File: config.mk
export PLATFORM = sky130hd
export DESIGN_NAME = dma_burst_ctl
export DESIGN_NICKNAME = d
export VERILOG_FILES = /design/src/rtl/dma_burst_pkg.sv /design/src/rtl/dma_rst_sync.sv /design/src/rtl/dma_regport.sv /design/src/rtl/dma_xfer_engine.sv /design/src/rtl/dma_burst_ctl.sv
export SDC_FILE = /design/constraint.sdc
export NUM_CORES = 1
export LEC_CHECK = 0
export ABC_AREA = 1
export BUFFER_PORTS_ARGS = -buffer_cell sky130_fd_sc_hd__buf_2
export CAP_MARGIN = 25
export CORE_MARGIN = 2
export CORE_UTILIZATION = 55
export CTS_CLUSTER_DIAMETER = 30
export CTS_CLUSTER_SIZE = 30
export DETAILED_ROUTE_END_ITERATION = 10
export PLACE_DENSITY = 0.83
export SKIP_CTS_REPAIR_TIMING = 1
export SYNTH_ARGS = -nofsm -noshare
export SYNTH_HDL_FRONTEND = slang
export SYNTH_SLANG_ARGS = --single-unit
File: constraint.sdc
create_clock -name clk -period 2.5 [get_ports clk]
set_clock_uncertainty 0.2 [all_clocks]
set_input_delay 0.125 -clock clk [delete_from_list [all_inputs] [get_ports clk]]
set_output_delay 0.125 -clock clk [all_outputs]
set_load 0.01 [all_outputs]
File: src/rtl/dma_burst_pkg.sv
package dma_burst_pkg;
  localparam int DATA_W    = 8;
  localparam int CNT_W     = 2 * DATA_W;
  localparam int MAX_BURST = 16;
  localparam int BCNT_W    = $clog2(MAX_BURST);

  typedef enum logic [DATA_W-1:0] {
    CMD_CFG_WR  = 8'hF0,
    CMD_CFG_RD  = 8'hF1,
    CMD_CNT_WR  = 8'hF2,
    CMD_CNT_RD  = 8'hF3,
    CMD_IRQ_CLR = 8'hF5
  } cmd_e;

  // Bytes allowed per request for a burst selector value.
  function automatic logic [BCNT_W:0] burst_bytes(input logic [1:0] sel);
    logic [BCNT_W:0] n;
    case (sel)
      2'b00:   n = (BCNT_W+1)'(1);
      2'b01:   n = (BCNT_W+1)'(4);
      2'b10:   n = (BCNT_W+1)'(8);
      default: n = (BCNT_W+1)'(MAX_BURST);
    endcase
    return n;
  endfunction
endpackage

File: src/rtl/dma_rst_sync.sv
module dma_rst_sync #(
  parameter int STAGES = 2
) (
  input  logic clk,
  input  logic rst_n_in,
  output logic rst_n_out
);
  logic [STAGES-1:0] sync_q;

  always_ff @(posedge clk or negedge rst_n_in) begin
    if (!rst_n_in) sync_q <= '0;
    else           sync_q <= {sync_q[STAGES-2:0], 1'b1};
  end

  assign rst_n_out = sync_q[STAGES-1];
endmodule

File: src/rtl/dma_regport.sv
module dma_regport
  import dma_burst_pkg::*;
(
  input  logic              clk,
  input  logic              rst_n,
  input  logic              bus_rst,
  input  logic              reg_stb,
  input  logic              reg_wr,
  input  logic [DATA_W-1:0] reg_cmd,
  input  logic [DATA_W-1:0] reg_wdata,
  output logic [DATA_W-1:0] reg_rdata,
  input  logic              eng_en,
  input  logic [CNT_W-1:0]  eng_remain,
  output logic              cfg_wr,
  output logic              cfg_en_bit,
  output logic              autold,
  output logic [1:0]        burst_sel,
  output logic [CNT_W-1:0]  prog_cnt,
  output logic              eot_clr
);
  logic              hit_cnt_wr, hit_cnt_rd;
  logic              wphase_q, wphase_d;
  logic              rphase_q, rphase_d;
  logic [DATA_W-1:0] lo_stage_q, lo_stage_d;
  logic [DATA_W-1:0] hi_latch_q, hi_latch_d;
  logic [CNT_W-1:0]  prog_q, prog_d;
  logic              autold_q, autold_d;
  logic [1:0]        burst_q, burst_d;

  assign hit_cnt_wr = reg_stb &  reg_wr & (reg_cmd == CMD_CNT_WR);
  assign hit_cnt_rd = reg_stb & ~reg_wr & (reg_cmd == CMD_CNT_RD);
  assign cfg_wr     = reg_stb &  reg_wr & (reg_cmd == CMD_CFG_WR);
  assign cfg_en_bit = reg_wdata[3];
  assign eot_clr    = reg_stb &  reg_wr & (reg_cmd == CMD_IRQ_CLR) & reg_wdata[0];

  always_comb begin
    wphase_d   = wphase_q;
    rphase_d   = rphase_q;
    lo_stage_d = lo_stage_q;
    hi_latch_d = hi_latch_q;
    prog_d     = prog_q;
    autold_d   = autold_q;
    burst_d    = burst_q;
    if (reg_stb) begin
      if (hit_cnt_wr) begin
        if (!wphase_q) begin
          lo_stage_d = reg_wdata;
          wphase_d   = 1'b1;
        end else begin
          prog_d   = {reg_wdata, lo_stage_q};
          wphase_d = 1'b0;
        end
      end else begin
        wphase_d = 1'b0;
      end
      if (hit_cnt_rd) begin
        if (!rphase_q) hi_latch_d = eng_remain[CNT_W-1:DATA_W];
        rphase_d = ~rphase_q;
      end else begin
        rphase_d = 1'b0;
      end
    end
    if (cfg_wr) begin
      autold_d = reg_wdata[2];
      burst_d  = reg_wdata[1:0];
    end
    if (bus_rst) autold_d = 1'b0;
  end

  always_ff @(posedge clk or negedge rst_n) begin
    if (!rst_n) begin
      wphase_q   <= 1'b0;
      rphase_q   <= 1'b0;
      lo_stage_q <= '0;
      hi_latch_q <= '0;
      prog_q     <= '0;
      autold_q   <= 1'b0;
      burst_q    <= 2'b00;
    end else begin
      wphase_q   <= wphase_d;
      rphase_q   <= rphase_d;
      lo_stage_q <= lo_stage_d;
      hi_latch_q <= hi_latch_d;
      prog_q     <= prog_d;
      autold_q   <= autold_d;
      burst_q    <= burst_d;
    end
  end

  always_comb begin
    reg_rdata = '0;
    if (reg_stb && !reg_wr) begin
      if (reg_cmd == CMD_CFG_RD)
        reg_rdata = {4'b0000, eng_en, autold_q, burst_q};
      else if (reg_cmd == CMD_CNT_RD)
        reg_rdata = rphase_q ? hi_latch_q : eng_remain[DATA_W-1:0];
    end
  end

  assign autold    = autold_q;
  assign burst_sel = burst_q;
  assign prog_cnt  = prog_q;
endmodule

File: src/rtl/dma_xfer_engine.sv
module dma_xfer_engine
  import dma_burst_pkg::*;
(
  input  logic             clk,
  input  logic             rst_n,
  input  logic             bus_rst,
  input  logic             cfg_wr,
  input  logic             cfg_en_bit,
  input  logic             autold,
  input  logic [BCNT_W:0]  blen,
  input  logic [CNT_W-1:0] prog_cnt,
  input  logic             eot_clr,
  input  logic             dack,
  output logic             dreq,
  output logic             en,
  output logic             eot,
  output logic [CNT_W-1:0] remain
);
  logic              en_q, en_d;
  logic              gap_q, gap_d;
  logic              eot_q, eot_d;
  logic              eot_set;
  logic [BCNT_W-1:0] bcnt_q, bcnt_d;
  logic [CNT_W-1:0]  rem_q, rem_d;
  logic              burst_last;

  assign dreq       = en_q & ~gap_q & (rem_q != '0);
  assign burst_last = ({1'b0, bcnt_q} == (blen - 1'b1));

  always_comb begin
    en_d    = en_q;
    gap_d   = gap_q;
    bcnt_d  = bcnt_q;
    rem_d   = rem_q;
    eot_set = 1'b0;
    if (bus_rst) begin
      en_d   = 1'b0;
      gap_d  = 1'b0;
      bcnt_d = '0;
    end else if (cfg_wr) begin
      if (cfg_en_bit) begin
        en_d   = 1'b1;
        rem_d  = prog_cnt;
        gap_d  = 1'b0;
        bcnt_d = '0;
      end else if (en_q) begin
        en_d    = 1'b0;
        eot_set = 1'b1;
        gap_d   = 1'b0;
        bcnt_d  = '0;
      end
    end else if (en_q) begin
      if (rem_q == '0) begin
        if (autold && (prog_cnt != '0)) begin
          rem_d  = prog_cnt;
          gap_d  = 1'b0;
          bcnt_d = '0;
        end else begin
          en_d    = 1'b0;
          eot_set = 1'b1;
        end
      end else if (gap_q) begin
        gap_d = 1'b0;
      end else if (dack) begin
        rem_d = rem_q - 1'b1;
        if (burst_last) begin
          bcnt_d = '0;
          gap_d  = 1'b1;
        end else begin
          bcnt_d = bcnt_q + 1'b1;
        end
      end
    end
    if (eot_set)      eot_d = 1'b1;
    else if (eot_clr) eot_d = 1'b0;
    else              eot_d = eot_q;
  end

  always_ff @(posedge clk or negedge rst_n) begin
    if (!rst_n) begin
      en_q   <= 1'b0;
      gap_q  <= 1'b0;
      eot_q  <= 1'b0;
      bcnt_q <= '0;
      rem_q  <= '0;
    end else begin
      en_q   <= en_d;
      gap_q  <= gap_d;
      eot_q  <= eot_d;
      bcnt_q <= bcnt_d;
      rem_q  <= rem_d;
    end
  end

  assign en     = en_q;
  assign eot    = eot_q;
  assign remain = rem_q;
endmodule

File: src/rtl/dma_burst_ctl.sv
module dma_burst_ctl
  import dma_burst_pkg::*;
#(
  parameter int RST_STAGES = 2
) (
  input  logic              clk,
  input  logic              rst_n,
  input  logic              bus_rst,
  input  logic              reg_stb,
  input  logic              reg_wr,
  input  logic [DATA_W-1:0] reg_cmd,
  input  logic [DATA_W-1:0] reg_wdata,
  output logic [DATA_W-1:0] reg_rdata,
  output logic              dma_req,
  input  logic              dma_ack,
  output logic              xfer_done_irq
);
  logic             rst_n_s;
  logic             cfg_wr, cfg_en_bit, autold, eot_clr;
  logic [1:0]       burst_sel;
  logic [CNT_W-1:0] prog_cnt, remain;
  logic             en, eot;
  logic [BCNT_W:0]  blen;

  dma_rst_sync #(.STAGES(RST_STAGES)) i_rst_sync (
    .clk(clk), .rst_n_in(rst_n), .rst_n_out(rst_n_s)
  );

  dma_regport i_regport (
    .clk(clk), .rst_n(rst_n_s), .bus_rst(bus_rst),
    .reg_stb(reg_stb), .reg_wr(reg_wr), .reg_cmd(reg_cmd),
    .reg_wdata(reg_wdata), .reg_rdata(reg_rdata),
    .eng_en(en), .eng_remain(remain),
    .cfg_wr(cfg_wr), .cfg_en_bit(cfg_en_bit), .autold(autold),
    .burst_sel(burst_sel), .prog_cnt(prog_cnt), .eot_clr(eot_clr)
  );

  assign blen = burst_bytes(burst_sel);

  dma_xfer_engine i_engine (
    .clk(clk), .rst_n(rst_n_s), .bus_rst(bus_rst),
    .cfg_wr(cfg_wr), .cfg_en_bit(cfg_en_bit), .autold(autold),
    .blen(blen), .prog_cnt(prog_cnt), .eot_clr(eot_clr),
    .dack(dma_ack), .dreq(dma_req), .en(en), .eot(eot), .remain(remain)
  );

  assign xfer_done_irq = eot;
endmodule

==> impl_metrics.yaml, run 1 <==
status:
  status: "complete, but fails checks"
  violations: "negative hold slack"
worst_setup_path:
  cp-start-kind: "input pin"
  reg2reg_slack_ns: 0.34
  endpoint_kind: "output port"
  r2r_cells: 11
  crit_slowest_cell: "dlygate4sd3_1"
  cp-startpoint: "reg_stb"
  required_ns: 2.17
  worstPathMaxFanout: 7
  r2r_start: "i_engine.remain[0]$_DFFE_PN0P_"
  cp_num_cells: 9
  r2r_end: "i_engine.bcnt_q[0]$_DFFE_PN0P_"
  critPathMaxStageDelay_ns: 0.53
  path_cells: "dlygate4sd3_1 -> buf_2 -> inv_1 -> nor2_1 -> nand2_1 -> nor2_4 -> inv_1 -> a211oi_1 -> buf_2"
  worst-path-buf-inv: 5
  arrival_ns: 1.99
  worst-setup-path-type: "in -> out"
  crit_family: "buffers and inverters"
placed_design:
  routabilityCongestion: 0.931
  post_dp_cell_area_um2: 3780
  hpwl_um: 6450
  pre_cts_ws_ns: 0.375
  io_buffers: 31
  placed_cells: 594
global_route:
  grt_usage_pct: 26.7
  grt_busiest_layer: "met2"
  grt_pass1_wl_um: 15000
  grtUsageMet2_pct: 42.3
  grt_max_degree: 27
  use_met3_pct: 6.00
  grt_pass1_vias: 3247
  antenna_found_initial: 0
  met1_usage_pct: 35.8
  grt_overflow: 0
power_and_ir_drop:
  p_per_area_nw_per_um2: 618
  peakVddDrop_v: 0.000452
  p_leak_uw: 0.00223
synthesis:
  synth_seq_cells: 62
  syn_avg_cell_area_um2: 7.25
  synth_edf_count: 0
  netlist_instances: 494
  seq_area_frac_synth_pct: 43.3
  synthArstFlopShare_pct: 100
  yosys.cell_types.count: 35
  yosysWarnings: 0
  syn_area_um2: 3580
  ys_top_cells_by_area: "dfrtp_1 (43%), nand2_1 (19%), nor2_1 (5.6%)"
  ys.flop_type: "dfrtp_1"
  yosysTopAreaCell: "dfrtp_1"
  netlist.area_leader.share_pct: 43.3
  synth_fp_nets: 519
finish:
  fin_cells: 624
  fill_cells: 540
  utilization_pct: 66.2
  antenna_cells: 0
  regArea_um2: 1550
  nets: 567
  design_area_um2: 4180
  area_delta_synth_final_pct: 16.7
  drive_above_1_share_pct: 15.0
  multiInputGateArea_um2: 1780
timing:
  post-route-period-util_pct: 92.8
  rsz0062_at_grt: "no"
  setup_viol: 0
  setup_ws_ns: 0.180
  hold_viol: 1
  fmax_ghz: 0.431
  slew_headroom_pct: 66.1
  finalSetupTns_ns: 0
  period_needed_ns: 2.32
  tightest_slew_ns: 0.507
  maxSlewViolCount: 0
  finalHoldWorstSlack_ns: -0.00407
drt:
  via_count: 3312
  wl_per_cell_um: 14.0
  drt_pass1_iterations: 5
  drc: 0
  postRouteAntennaNets: 0
  drt-total-wl_um: 8750
  drtIter0Drc: 277
  routed_via_density: 5.31
clock_tree:
  clkTransAtPathRegs_ns: 0.06
  cts_buffer_depth: 2
  htreeDepth: 3
  cts_tree: "yes"
  cts_sinks: 62
  cts_root_buf: "clkbuf_8"
  clk_latency_ns: 0.35
  cts_buffers: 9
hold_path:
  min_to: "i_engine.eot$_DFFE_PN0P_"
  min_from: "reg_cmd[2]"
  hold_class: "in -> reg"
  hold_depth: 6
floorplan:
  num_rows: 29
  initial_core_util_pct: 56.7
  core_um2: 6310
  die_area_um2: 7170
  fp.dieH_um: 84.7
  die_w_um: 84.7
  pin_count: 32
flow_run:
  drv_cap: 0
cells by family after synthesis:
family                   share of synthesized area, %
AND/OR/NAND/NOR                                  37.0
flip-flops                                       43.3
buffers and inverters                            6.95
adder cells (fa/ha/maj)                          1.05
AO/OA/AOI/OAI                                    8.84
other                                           0.105
XOR/XNOR                                         2.69
how the worst max path moves through the flow:
stage	to
floorplan	i_engine.bcnt_q[0]$_DFFE_PN0P_
global placement	i_engine.bcnt_q[3]$_DFFE_PN0P_
detailed placement	i_engine.bcnt_q[0]$_DFFE_PN0P_
CTS	i_engine.bcnt_q[0]$_DFFE_PN0P_
global route	i_engine.bcnt_q[1]$_DFFE_PN0P_
finish	reg_rdata[4]
cell usage after synthesis, types with 2 or more instances:
library cell	count
a211oi_1	4
a21oi_1	3
buf_2	3
buf_4	2
buf_6	2
clkbuf_1	2
dfrtp_1	62
ha_1	3
inv_1	41
inv_2	7
nand2_1	181
nand2_2	6
nand2_4	3
nand3_1	28
nand3_2	2
nand3b_1	2
nand4_1	4
nor2_1	53
nor2_2	5
nor2_4	4
nor3_1	7
o21ai_0	35
o21ai_1	13
o22ai_1	2
xnor2_1	2
xor2_1	9
final cells by class:
| type | instances | share of cell area [%] |
|---|---|---|
| clock buffers | 11 | 3.62 |
| clock inverters | 5 | 2.51 |
| inverters | 49 | 4.40 |
| multi-input cells | 373 | 42.6 |
| flip-flops and latches | 62 | 37.1 |
| well taps | 77 | 2.30 |
| repair buffers | 47 | 7.42 |
registers in the layout, summed over array words and instances (netlist names):
| signal | flops |
|---|---|
| i_engine.bcnt_q | 4 |
| i_engine.en | 1 |
| i_engine.eot | 1 |
| i_engine.gap_q | 1 |
| i_engine.remain | 16 |
| i_regport.autold | 1 |
| i_regport.burst_sel | 2 |
| i_regport.hi_latch_q | 8 |
| i_regport.lo_stage_q | 8 |
| i_regport.prog_cnt | 16 |
| i_regport.rphase_q | 1 |
| i_regport.wphase_q | 1 |
| i_rst_sync.sync_q | 2 |
report_power, final:
| group | internal, uW | total [uW] | switching, uW |
|---|---|---|---|
| logic | 142 | 413 | 272 |
| clock network | 716 | 1120 | 400 |
| registers | 1030 | 1050 | 26.9 |
| total | 1880 | 2580 | 699 |
layer usage:
layer / up-vias / part of all wire, %
li1: 1651 / -
met5: - / 0
met1: 1523 / 44
met4: 0 / 2.6
met2: 113 / 47
met3: 25 / 6.9
metrics by stage:
stage / power [uW] / hold WS [ns]
final: 2580 / -0.00407
after floorplan: 1370 / -0.371
after global routing: 2710 / 0.0449
after global placement: 1450 / -0.289
after CTS: 2580 / -0.668
after detailed placement: 1460 / -0.289
worst reg2reg max path: stages, from the launching register on:
cell and delay [ns]:
dfrtp_1 0.39, inv_1 0.11, ha_1 0.20, nand3_1 0.09
nor2_1 0.13, nand2_1 0.10, nand2_2 0.21, inv_2 0.16
nand3_1 0.18, nand2_1 0.13, nand2_1 0.07, nand2_1 0.06
placed cells by master (no fill, tap or decap), drive strengths merged:
cell,netlist,final
conb,1,1
dfrtp,62,62
buf,7,33
clkbuf,3,11
nand3b,2,2
nand4,5,5
clkinv,1,1
nor3,7,7
clkinvlp,0,2
dlygate4sd3,0,14
bufinv,0,3
xor2,9,9
or2,1,1
nand3,31,31
o22ai,2,2
a21oi,4,4
nor2,63,63
a211oi,4,4
o21ai,48,48
inv,48,48
xnor2,2,2
nand2,190,190
a32o,1,1
ha,3,3
Power figures use the tool's default switching activity.
==> inputs of run 2 (changes only) <==
--- a/config.mk
+++ b/config.mk
@@ -5,7 +5,6 @@
 export SDC_FILE = /design/constraint.sdc
 export NUM_CORES = 1
 export LEC_CHECK = 0
-export ABC_AREA = 1
 export BUFFER_PORTS_ARGS = -buffer_cell sky130_fd_sc_hd__buf_2
 export CAP_MARGIN = 25
 export CORE_MARGIN = 2
@@ -14,6 +13,8 @@
 export CTS_CLUSTER_SIZE = 30
 export DETAILED_ROUTE_END_ITERATION = 10
 export PLACE_DENSITY = 0.83
+export RECOVER_POWER = 50
+export SETUP_SLACK_MARGIN = 0.05
 export SKIP_CTS_REPAIR_TIMING = 1
 export SYNTH_ARGS = -nofsm -noshare
 export SYNTH_HDL_FRONTEND = slang
==> impl_metrics.yaml, run 2 <==
status:
  status: "complete, but fails checks"
  violations: "negative hold slack"
finish:
  final_common_cell: "dfrtp_1"
  design_area_um2: 4010
  fill_cells: 471
  antenna_cells: 0
  area_delta_synth_final_pct: 22.3
  nets: 421
  drive_above_1_share_pct: 28.4
  utilization_pct: 68.5
  final_cell_mix: "dfrtp_1 (62), mux2_2 (32), o21ai_0 (31), nand2_1 (30), buf_2 (30)"
global_route:
  grt_max_degree: 26
  grt_overflow: 0
  antenna_found_initial: 0
  grt_pass1_wl_um: 13500
  grt_usage_pct: 27.3
  grt_pass1_vias: 2706
floorplan:
  die_area_um2: 6590
  die_w_um: 81.2
  fp.dieH_um: 81.2
  core_um2: 5850
  pin_count: 32
  initial_core_util_pct: 56.0
  num_rows: 28
timing:
  fmax_ghz: 0.439
  setup_viol: 0
  finalHoldWorstSlack_ns: -0.0502
  finalSetupTns_ns: 0
  tightest_slew_ns: 1.04
  post-route-period-util_pct: 91.1
  rsz0062_at_grt: "no"
  maxSlewViolCount: 0
  slew_headroom_pct: 30.4
  period_needed_ns: 2.28
  hold_viol: 1
synthesis:
  syn_avg_cell_area_um2: 9.96
  yosysWarnings: 0
  synth_seq_cells: 62
  synth_fp_nets: 354
  yosysTopAreaCell: "dfrtp_1"
  netlist.area_leader.share_pct: 47.3
  seq_area_frac_synth_pct: 47.3
  ys_top_cells_by_area: "dfrtp_1 (47%), mux2_2 (11%), o21ai_0 (4.7%)"
  synth_edf_count: 0
  syn_area_um2: 3280
  yosys.cell_count.top_type: "dfrtp_1"
  netlist_instances: 329
  ys.flop_type: "dfrtp_1"
  netlist_top_cells_count: "dfrtp_1 (62), mux2_2 (32), o21ai_0 (31), nand2_1 (30), a21oi_1 (29)"
  synthArstFlopShare_pct: 100
  yosys.cell_types.count: 45
flow_run:
  drv_cap: 0
clock_tree:
  cts_sinks: 62
  htreeDepth: 3
  clkTransAtPathRegs_ns: 0.07
  cts_root_buf: "clkbuf_8"
  cts_tree: "yes"
  cts_buffer_depth: 2
  clk_latency_ns: 0.35
  cts_buffers: 9
hold_path:
  hold_depth: 4
  min_from: "reg_cmd[2]"
  hold_class: "in -> reg"
  min_to: "i_engine.eot$_DFFE_PN0P_"
drt:
  via_count: 2852
  drt_pass1_iterations: 5
  wl_per_cell_um: 16.9
  drt-total-wl_um: 8050
  drc: 0
  routed_via_density: 5.99
  drtIter0Drc: 330
  postRouteAntennaNets: 0
worst_setup_path:
  worstPathMaxFanout: 6
  required_ns: 2.57
  worst-setup-path-type: "reg -> reg"
  r2r_end: "i_engine.bcnt_q[3]$_DFFE_PN0P_"
  cp-start-kind: "flip-flop"
  r2r_start: "i_engine.remain[10]$_DFFE_PN0P_"
  endpoint_kind: "flip-flop"
  reg2reg_slack_ns: 0.22
  r2r_cells: 6
  arrival_ns: 2.35
placed_design:
  routabilityCongestion: 0.958
  post_dp_cell_area_um2: 3680
  io_buffers: 31
  hpwl_um: 5960
power_and_ir_drop:
  p_per_area_nw_per_um2: 497
  p_total_uw: 1990
  p_leak_uw: 0.00193
  peakVddDrop_v: 0.000430
[run 2: cell types whose count changed after synthesis, sizes merged, moves of 16 or more]
cell   previous run  this run
a21oi             4        29
inv              48         7
mux2              0        32
nand2           190        31
nand3            31        14
nor2             63        19
o21ai            48        32
[run 2: worst max path at each step]
| stage | from | endpoint | slack [ns] | cells past startpoint |
|---|---|---|---|---|
| floorplan | i_engine.remain[0]$_DFFE_PN0P_ | i_engine.bcnt_q[3]$_DFFE_PN0P_ | 0.31 | 8 |
| detailed placement | i_engine.remain[0]$_DFFE_PN0P_ | i_engine.remain[13]$_DFFE_PN0P_ | 0.03 | 8 |
| finish | i_engine.remain[10]$_DFFE_PN0P_ | i_engine.bcnt_q[3]$_DFFE_PN0P_ | 0.22 | 6 |
| global route | i_engine.remain[1]$_DFFE_PN0P_ | i_engine.remain[13]$_DFFE_PN0P_ | 0.07 | 10 |
| CTS | i_engine.remain[0]$_DFFE_PN0P_ | i_engine.remain[15]$_DFFE_PN0P_ | 0.02 | 8 |
| global placement | i_engine.remain[0]$_DFFE_PN0P_ | i_engine.remain[13]$_DFFE_PN0P_ | 0.05 | 8 |
[run 2: per-stage QoR]
stage / std cells / worst slack [ns]
finish: 476 / 0.222
global route: 476 / 0.0680
CTS: 463 / 0.0181
detailed placement: 447 / 0.0294
global placement: 447 / 0.0493
floorplan: 329 / 0.307
[run 2: where the power goes]
group	switching (uW)	internal, uW	total, uW
logic	48.9	41.9	90.8
clock network	419	461	880
registers	12.1	1010	1020
total	480	1510	1990
[run 2: kinds of logic (layout without fill, tap and decap cells)]
kind of cell    count (synthesis)  in the layout  share of synthesized area (%)
other cells                     1              1                          0.114
buf+inv                        21             93                           2.60
xor+xnor                        1              1                          0.267
fa+ha+maj                       3              3                           1.15
mux                            41             41                           13.7
flops                          62             62                           47.3
compound gates                 79             79                           13.7
simple gates                  121            121                           21.1
[run 2: cell type report]
cell class	count	area [um2]	share of cell area [%]
inverter	7	26.3	0.656
clock buffer	9	124	3.09
clock inverter	7	72.6	1.81
sequential	62	1550	38.7
tap	75	93.8	2.34
multi-input combinational	246	1660	41.4
timing repair buffer	70	482	12.0
[run 2: worst max-delay path, stage by stage (launching register included)]
cell and delay, ns:
dfrtp_1 0.44, nor4_4 0.39, and4_4 0.33, nand2_4 0.07, a21o_1 0.22, or4_1 0.40, a21oi_1 0.15
[run 2: metal layers]
layer	wire length, um	global-route usage, %	vias up	part of all wire [%]
met5	0	0	-	0
met4	156	10.7	0	1.9
met3	446	4.56	21	5.5
met2	3810	42.5	111	47
met1	3630	38.1	1377	45
li1	-	-	1343	-
